File: config.mk
export PLATFORM = sky130hd
export DESIGN_NAME = seq_pc_ctrl
export DESIGN_NICKNAME = d
export VERILOG_FILES = /design/src/rtl/seq_pc_pkg.sv /design/src/rtl/seq_br_decide.sv /design/src/rtl/seq_ret_stack.sv /design/src/rtl/seq_pc_ctrl.sv
export SDC_FILE = /design/constraint.sdc
export NUM_CORES = 1
export LEC_CHECK = 0
export ABC_AREA = 0
export BUFFER_PORTS_ARGS = -buffer_cell sky130_fd_sc_hd__buf_4
export CAP_MARGIN = 25
export CELL_PAD_IN_SITES_DETAIL_PLACEMENT = 0
export CELL_PAD_IN_SITES_GLOBAL_PLACEMENT = 1
export CORE_MARGIN = 10
export CORE_UTILIZATION = 56
export CTS_BUF_LIST = sky130_fd_sc_hd__clkbuf_4
export CTS_CLUSTER_DIAMETER = 150
export DETAILED_ROUTE_END_ITERATION = 8
export PLACE_DENSITY = 0.86
export SLEW_MARGIN = 25
export SYNTH_ARGS = -nofsm -noshare
export SYNTH_HDL_FRONTEND = slang
export SYNTH_SLANG_ARGS = --single-unit
File: constraint.sdc
create_clock -name clk -period 4 [get_ports clk]
set_input_delay 0.4 -clock clk [delete_from_list [all_inputs] [get_ports clk]]
set_output_delay 0.4 -clock clk [all_outputs]
set_load 0.05 [all_outputs]
File: src/rtl/seq_pc_pkg.sv
package seq_pc_pkg;

    localparam int MODE_W = 3;

    typedef enum logic [MODE_W-1:0] {
        BM_ALWAYS = 3'b000,
        BM_IF_NZ  = 3'b001,
        BM_IF_Z   = 3'b010,
        BM_IF_NN  = 3'b011,
        BM_IF_N   = 3'b100,
        BM_NONE   = 3'b101,
        BM_CALL   = 3'b110,
        BM_RET    = 3'b111
    } br_mode_e;

    typedef struct packed {
        logic jump;   // load the relative target
        logic call;   // save the current counter first
        logic ret;    // restore from the stack
    } br_act_t;

    // Flag test for the relative branch modes; call counts as always taken.
    function automatic logic mode_taken(br_mode_e m, logic n, logic z);
        case (m)
            BM_ALWAYS: return 1'b1;
            BM_IF_NZ:  return !z;
            BM_IF_Z:   return z;
            BM_IF_NN:  return !n;
            BM_IF_N:   return n;
            BM_CALL:   return 1'b1;
            default:   return 1'b0;
        endcase
    endfunction

endpackage

File: src/rtl/seq_br_decide.sv
module seq_br_decide
    import seq_pc_pkg::*;
#(
    parameter int PC_W  = 12,
    parameter int OFF_W = 7
) (
    input  br_mode_e            mode,
    input  logic                flag_n,
    input  logic                flag_z,
    input  logic [PC_W-1:0]     pc,
    input  logic [OFF_W-1:0]    offset,
    output br_act_t             act,
    output logic [PC_W-1:0]     target
);
    localparam int EXT_W = PC_W - OFF_W;

    logic [PC_W-1:0] off_ext;

    assign off_ext = {{EXT_W{offset[OFF_W-1]}}, offset};
    assign target  = pc + off_ext;

    always_comb begin
        act      = '0;
        act.jump = mode_taken(mode, flag_n, flag_z);
        act.call = (mode == BM_CALL);
        act.ret  = (mode == BM_RET);
    end

endmodule

File: src/rtl/seq_ret_stack.sv
module seq_ret_stack #(
    parameter int PC_W  = 12,
    parameter int DEPTH = 16
) (
    input  logic            clk,
    input  logic            rst,
    input  logic            push,
    input  logic            pop,
    input  logic [PC_W-1:0] din,
    output logic [PC_W-1:0] top,
    output logic            full,
    output logic            empty
);
    // DEPTH is a power of two: the write index wraps to 0 when the stack fills.
    localparam int IDX_W = $clog2(DEPTH);

    logic [PC_W-1:0]  mem [DEPTH];
    logic [IDX_W-1:0] wr_idx;
    logic [IDX_W-1:0] rd_idx;
    logic             full_q;

    assign rd_idx = wr_idx - 1'b1;
    assign top    = mem[rd_idx];
    assign full   = full_q;
    assign empty  = (wr_idx == '0) && !full_q;

    always_ff @(posedge clk) begin
        if (rst) begin
            wr_idx <= '0;
            full_q <= 1'b0;
        end else if (push) begin
            mem[wr_idx] <= din;
            wr_idx      <= wr_idx + 1'b1;
            full_q      <= (wr_idx == IDX_W'(DEPTH - 1));
        end else if (pop) begin
            wr_idx <= rd_idx;
            full_q <= 1'b0;
        end
    end

    p_push_room_r8: assert property (@(posedge clk) disable iff (rst)
        push |-> !full);

    p_pop_data_r9: assert property (@(posedge clk) disable iff (rst)
        pop |-> !empty);

    p_single_op_r7: assert property (@(posedge clk) disable iff (rst)
        !(push && pop));

    p_push_leaves_data_r6: assert property (@(posedge clk) disable iff (rst)
        push |=> !empty);

endmodule

File: src/rtl/seq_pc_ctrl.sv
module seq_pc_ctrl
    import seq_pc_pkg::*;
#(
    parameter int PC_W  = 12,
    parameter int OFF_W = 7,
    parameter int DEPTH = 16
) (
    input  logic              clk,
    input  logic              rst,
    input  logic              adv_i,
    input  logic              br_i,
    input  logic [2:0]        mode_i,
    input  logic [OFF_W-1:0]  offset_i,
    input  logic              flag_n_i,
    input  logic              flag_z_i,
    output logic [PC_W-1:0]   pc_o,
    output logic              ovf_o,
    output logic              unf_o
);
    br_mode_e        mode;
    br_act_t         act;
    logic [PC_W-1:0] pc_q;
    logic [PC_W-1:0] pc_d;
    logic [PC_W-1:0] target;
    logic [PC_W-1:0] stk_top;
    logic            stk_full;
    logic            stk_empty;
    logic            do_push;
    logic            do_pop;
    logic            ovf_q;
    logic            unf_q;

    assign mode = br_mode_e'(mode_i);

    seq_br_decide #(.PC_W(PC_W), .OFF_W(OFF_W)) i_decide (
        .mode   (mode),
        .flag_n (flag_n_i),
        .flag_z (flag_z_i),
        .pc     (pc_q),
        .offset (offset_i),
        .act    (act),
        .target (target)
    );

    assign do_push = br_i && act.call && !stk_full;
    assign do_pop  = br_i && act.ret  && !stk_empty;

    seq_ret_stack #(.PC_W(PC_W), .DEPTH(DEPTH)) i_stack (
        .clk   (clk),
        .rst   (rst),
        .push  (do_push),
        .pop   (do_pop),
        .din   (pc_q),
        .top   (stk_top),
        .full  (stk_full),
        .empty (stk_empty)
    );

    always_comb begin
        pc_d = pc_q;
        if (br_i) begin
            if (act.jump)    pc_d = target;
            else if (do_pop) pc_d = stk_top;
        end else if (adv_i) begin
            pc_d = pc_q + 1'b1;
        end
    end

    always_ff @(posedge clk) begin
        if (rst) begin
            pc_q  <= '0;
            ovf_q <= 1'b0;
            unf_q <= 1'b0;
        end else begin
            pc_q <= pc_d;
            if (br_i && act.call && stk_full)  ovf_q <= 1'b1;
            if (br_i && act.ret  && stk_empty) unf_q <= 1'b1;
        end
    end

    assign pc_o  = pc_q;
    assign ovf_o = ovf_q;
    assign unf_o = unf_q;

    p_reset_state_r1: assert property (@(posedge clk)
        rst |=> (pc_q == '0 && !ovf_q && !unf_q));

    p_adv_step_r2: assert property (@(posedge clk) disable iff (rst)
        (adv_i && !br_i) |=> pc_q == PC_W'($past(pc_q) + 1'b1));

    p_none_holds_r5: assert property (@(posedge clk) disable iff (rst)
        (br_i && mode_i == 3'b101) |=> $stable(pc_q));

    p_underflow_hold_r9: assert property (@(posedge clk) disable iff (rst)
        (br_i && mode_i == 3'b111 && stk_empty) |=> ($stable(pc_q) && unf_q));

    p_ovf_sticky_r8: assert property (@(posedge clk) disable iff (rst)
        ($past(ovf_q) && !$past(rst)) |-> ovf_q);

    p_unf_sticky_r9: assert property (@(posedge clk) disable iff (rst)
        ($past(unf_q) && !$past(rst)) |-> unf_q);

endmodule

==> results of run 1 <==
-- sequential cells by signal, indices dropped and copies added (netlist names) --
| register | flops |
|---|---|
| i_stack.mem | 192 |
| pc_o | 12 |
| i_stack.wr_idx | 4 |
| i_stack.full | 1 |
| ovf_o | 1 |
| unf_o | 1 |
-- layer usage --
metal	wire, microns	up-vias	share of wire	GRT usage
met3	1523	25	0.075	0.04545
li1	-	2319	-	-
met2	10130	229	0.50	0.3066
met4	219	0	0.011	0.05352
met1	8567	2674	0.42	0.2580
met5	0	-	0	0
-- power groups by stage --
stage | Combinational [mW] | Clock, mW | Sequential (mW)
after floorplan | 0.228 | 0 | 2.60
after global placement | 0.406 | 0 | 2.55
after detailed placement | 0.417 | 0 | 2.55
after CTS | 0.419 | 1.70 | 2.50
after global routing | 0.452 | 1.84 | 2.51
final | 0.418 | 1.65 | 2.50
-- kinds of logic (layout without fill, tap and decap cells) --
logic type,count (synthesis),count (layout)
AOI/OAI and AO/OA,79,79
buffers and inverters,33,152
xor gates and xnor gates,10,10
DFF,211,211
and+or+nand+nor,108,108
muxes,63,63
adders and majority gates,17,17
-- Yosys cell counts, types with 5 or more instances --
| master | number |
|---|---|
| edfxtp_1 | 192 |
| mux4_2 | 53 |
| nor2_1 | 45 |
| a21oi_1 | 25 |
| nand2_1 | 22 |
| dfxtp_1 | 19 |
| ha_1 | 16 |
| o21ai_0 | 12 |
| clkbuf_1 | 11 |
| inv_1 | 10 |
| a211oi_1 | 8 |
| buf_2 | 8 |
| nor3_1 | 7 |
| xnor2_1 | 7 |
| nand2b_1 | 5 |
-- worst max-delay path: stages, from the launching register on --
cell and delay (ps):
dfxtp_4 340, buf_4 410, buf_4 540, mux4_2 580, mux4_2 500, a221oi_2 230, o221ai_1 130
-- layout make-up --
class                      instances  area (sq um)
sequential                       211          6150
inverter                          10         37.54
multi-input combinational        277          2768
clock buffer                      67         503.0
tap                              216         270.3
timing repair buffer              54         417.9
fill                            1138          5628
clock inverter                    21         111.4
-- final timing paths --
path / startpoint / endpoint / slack [ps] / cells after the start
min: rst / ovf_o / 140 / 2
min reg2reg: ovf_o / ovf_o / 470 / 2
max reg2reg: i_stack.wr_idx[0] / pc_o[11] / 1090 / 6
max: i_stack.wr_idx[0] / pc_o[11] / 1090 / 6
-- per-stage QoR --
stage,area (sq um),setup WS (ps)
after floorplan,9062,852.9
after global placement,9637,1089
after detailed placement,9643,1013
after CTS,10260,1010
after global routing,10260,847.5
final,10260,1087
==> results.json, run 1 <==
{
  "routed_wl_microns": 20440,
  "drt_first_iter_violations": 507,
  "clock_sinks": 211,
  "grt_pass1_vias": 5359,
  "syn_inst": 521,
  "globalplace.congestion": 0.8347,
  "cts_made_buffers": 52,
  "synth_seq_area_share": 0.6782,
  "synth_cell_types": 61,
  "netlist_top_cells_area": "edfxtp_1 (64%), mux4_2 (13%), dfxtp_1 (4.2%)",
  "tns_ps": 0,
  "final-setup-viol-count": 0,
  "first_pass_iters": 5,
  "cts_hold_buf": 0,
  "synth_xor_xnor_area_share": 0.01256,
  "numPortBuffers": 29,
  "period_share": 0.7282,
  "initial_core_util": 0.5705,
  "final_util": 0.6457,
  "cts-root-buf": "clkbuf_4",
  "tightestPinTransition_ps": 864.0,
  "yosys.area_share.simple": 0.05785,
  "htree_levels": 2,
  "wire_per_inst_microns": 23.88,
  "rsz0062_at_grt": "no",
  "synth_edf_count": 192,
  "powerDensity_mw_per_mm2": 445.7,
  "synth_top_area_share": 0.6362,
  "end_kind": "flip-flop",
  "required_ps": 4500,
  "cts_buffer_depth": 3,
  "final_cell_mix": "edfxtp_1 (192), clkbuf_4 (67), mux4_2 (53), buf_4 (53), nor2_1 (45)",
  "rows": 46,
  "worstPathArrival_ps": 3410,
  "synthAdderAreaFrac": 0.02430,
  "synth_mux_area_frac": 0.1502,
  "fp.dieH_microns": 147.2,
  "dieArea_sq_mm": 0.02167,
  "drcViolationCount": 0,
  "p_leak_nw": 3.500,
  "insertion_delay_ps": 650,
  "path_max_fanout": 28,
  "p_seq_frac": 0.548,
  "synthToLayoutAreaGrowth_pct": 13.18,
  "final_common_cell": "edfxtp_1",
  "synth_area_sq_mm": 0.009062,
  "clkPwrFrac": 0.361,
  "period_minus_slack_ps": 2913,
  "core_sq_mm": 0.01589,
  "finClkSkew_ps": 48.78,
  "cts_tree": "yes",
  "dpl.cell_count": 768,
  "hpwlAfterDp_microns": 12800,
  "power_mw": 4.572,
  "path_class": "reg -> reg",
  "via_count": 5247,
  "yosys.area.top_type": "edfxtp_1",
  "n_antenna_cell": 0,
  "fin_nets": 639,
  "die_w_microns": 147.2,
  "ir_worst_vdd_mv": 0.2981,
  "swShare": 0.2420,
  "cap_violations": 0,
  "avgViaCountPerCell": 6.130,
  "ys.flop_type": "edfxtp_1",
  "instances_no_fill": 856,
  "max-slew-margin-rel": 0.4232,
  "pwr-share-comb": 0.091,
  "post-cts-setup-buffer-count": 0,
  "synth_nets": 554,
  "synth_top_family_by_area": "multiplexers",
  "layout-drive-gt1-share": 0.3031,
  "grt_pass1_wl_microns": 31900,
  "yosysWarnings": 0,
  "worst_hold_slack_ps": 139.7,
  "async_flop_share": 0,
  "synth_area_per_cell_sq_um": 17.39,
  "status": "finished clean",
  "worstSetupStartpointType": "flip-flop",
  "boundaryPins": 30,
  "synth_compound_area_frac": 0.05730,
  "drv_slew": 0,
  "switching_power_mw": 1.106,
  "fmaxAchievable_mhz": 343.3,
  "hold_viol_final": 0,
  "ys_ff_latch": 211,
  "internal_power_mw": 3.465,
  "min_path_type": "in -> reg",
  "ant_nets": 0,
  "grt-ovfl-total": 0,
  "post_cts_resized": 0,
  "grt.total_usage": 0.1917,
  "clk_pin_slew_ps": 70,
  "antenna_found_initial": 0,
  "grt_max_degree": 31
}
Power figures use the tool's default switching activity.
==> inputs of run 2 (changes only) <==
- CORE_UTILIZATION: 56 -> 50
- PLACE_DENSITY: 0.86 -> 0.82
- clock period: 4 -> 2.5 ns (I/O delays scaled with it)
==> run 2 against run 1 <==
  * Highest routed layer unchanged
  * Critical endpoint is now pc_o[9]
  * Via count grew 2.6%
  * Hold slack worse by 98 ps
  * Largest power group unchanged
  * Clock power grew 76%
==> results.json, run 2 (synthesis gave the netlist of run 1 again) <==
{
  "clk_pin_slew_ps": 70,
  "globalplace.congestion": 0.8486,
  "fin_nets": 664,
  "grt_max_degree": 27,
  "status": "finished clean",
  "avgViaCountPerCell": 6.003,
  "grt_pass1_vias": 5522,
  "path_buf_inv": 1,
  "core_sq_mm": 0.01790,
  "n_antenna_cell": 0,
  "tightestPinTransition_ps": 704.0,
  "tns_ps": 0,
  "ant_nets": 0,
  "path_max_fanout": 22,
  "final_cell_mix": "edfxtp_1 (192), clkbuf_4 (75), buf_4 (74)",
  "max_stage_delay_ps": 650,
  "hold_viol_final": 0,
  "final_util": 0.5911,
  "stdcell_area_sq_mm": 0.01058,
  "final-setup-viol-count": 0,
  "cts_buffer_depth": 3,
  "drv_slew": 0,
  "top_register": "i_stack.mem",
  "period_share": 0.9516,
  "hpwlAfterDp_microns": 13510,
  "drt_first_iter_violations": 442,
  "path_class": "reg -> reg",
  "instances_no_fill": 897,
  "end_kind": "flip-flop",
  "required_ps": 3010,
  "pre_cts_slack_ps": 112.4,
  "worstSetupStartpointType": "flip-flop",
  "synthToLayoutAreaGrowth_pct": 16.76,
  "fmaxAchievable_mhz": 420.3,
  "grt_pass1_wl_microns": 32610,
  "rows": 49,
  "grt.total_usage": 0.1774,
  "dpl-instance-area_sq_mm": 0.009838,
  "r2r_slack_ps": 120,
  "rsz0062_at_grt": "no",
  "layout-drive-gt1-share": 0.3443,
  "period_minus_slack_ps": 2379,
  "crit_slowest_cell": "mux4_1",
  "cts_made_buffers": 52,
  "final_common_cell": "edfxtp_1",
  "worstPathArrival_ps": 2890,
  "multiInputGateArea_sq_mm": 0.002783,
  "via_count": 5385,
  "largest_reg_flops": 192,
  "routed_wl_microns": 21460,
  "worst_hold_slack_ps": 42.14,
  "powerDensity_mw_per_mm2": 721.0,
  "numPortBuffers": 29,
  "setup_ws_ps": 121.0,
  "cts_tree": "yes",
  "finClkSkew_ps": 45.09,
  "insertion_delay_ps": 670,
  "regArea_sq_mm": 0.006152,
  "clock_sinks": 211,
  "fp.dieH_microns": 154.6,
  "dpl.cell_count": 799,
  "min_path_type": "in -> reg",
  "critPathTopFamily": "multiplexers",
  "fillers": 1353,
  "wire_per_inst_microns": 23.93,
  "antenna_found_initial": 0,
  "power_mw": 7.629,
  "cts-root-buf": "clkbuf_4",
  "first_pass_iters": 7,
  "die_w_microns": 154.6,
  "ir_worst_vdd_mv": 0.4372,
  "p_leak_nw": 3.685,
  "dieArea_sq_mm": 0.02391,
  "grt-ovfl-total": 0,
  "initial_core_util": 0.5062,
  "max-slew-margin-rel": 0.5301,
  "boundaryPins": 30,
  "cp_cell_sequence": "buf_4 -> mux4_1 -> mux4_2 -> a21oi_2 -> o211ai_1",
  "cap_violations": 0,
  "drcViolationCount": 0,
  "htree_levels": 2
}
[run 2: cell count changes in the layout (fill, tap and decap cells not counted), sizes merged]
cell	change
bufinv	+1
clkinv	-7
inv	+1
buf	+23
dlygate4sd3	+2
clkbuf	+8
[run 2: layout make-up]
type,count,share of cell area
Sequential cell,211,0.5814
Multi-Input combinational cell,277,0.2630
Timing Repair Buffer,79,0.06007
Clock buffer,75,0.05321
Tap cell,229,0.02708
Clock inverter,16,0.01147
Inverter,10,0.003784
[run 2: worst paths after layout]
path	from	end	depth (start not counted)
setup reg to reg	i_stack.wr_idx[0]	pc_o[9]	5
hold reg to reg	ovf_o	ovf_o	2
hold / removal	offset_i[6]	pc_o[11]	4
setup / recovery	i_stack.wr_idx[0]	pc_o[9]	5
[run 2: repair_timing]
item	in CTS	in global routing
setup endpoints to repair	0	2
hold buffers	2	0
endpoints found under the hold margin	9	0
setup buffers	0	5
gates resized for setup	0	1
[run 2: power by group]
part           switching (mW)  leakage (nW)  internal, mW
Sequential             0.0470          1.93          3.92
Clock                    1.33         0.405          1.58
Combinational           0.448          1.35         0.299
[run 2: worst reg2reg max path, cell delays in order (launching register included)]
cell,delay (ps)
dfxtp_4,420
buf_4,410
mux4_1,660
mux4_2,540
a21oi_2,140
o211ai_1,90
[run 2: per-layer routing]
metal | up-vias | part of all wire | GRT usage
met5 | - | 0 | 0
met4 | 0 | 0.026 | 0.07242
met3 | 54 | 0.086 | 0.04298
met2 | 249 | 0.49 | 0.2859
met1 | 2722 | 0.39 | 0.2257
li1 | 2360 | - | -
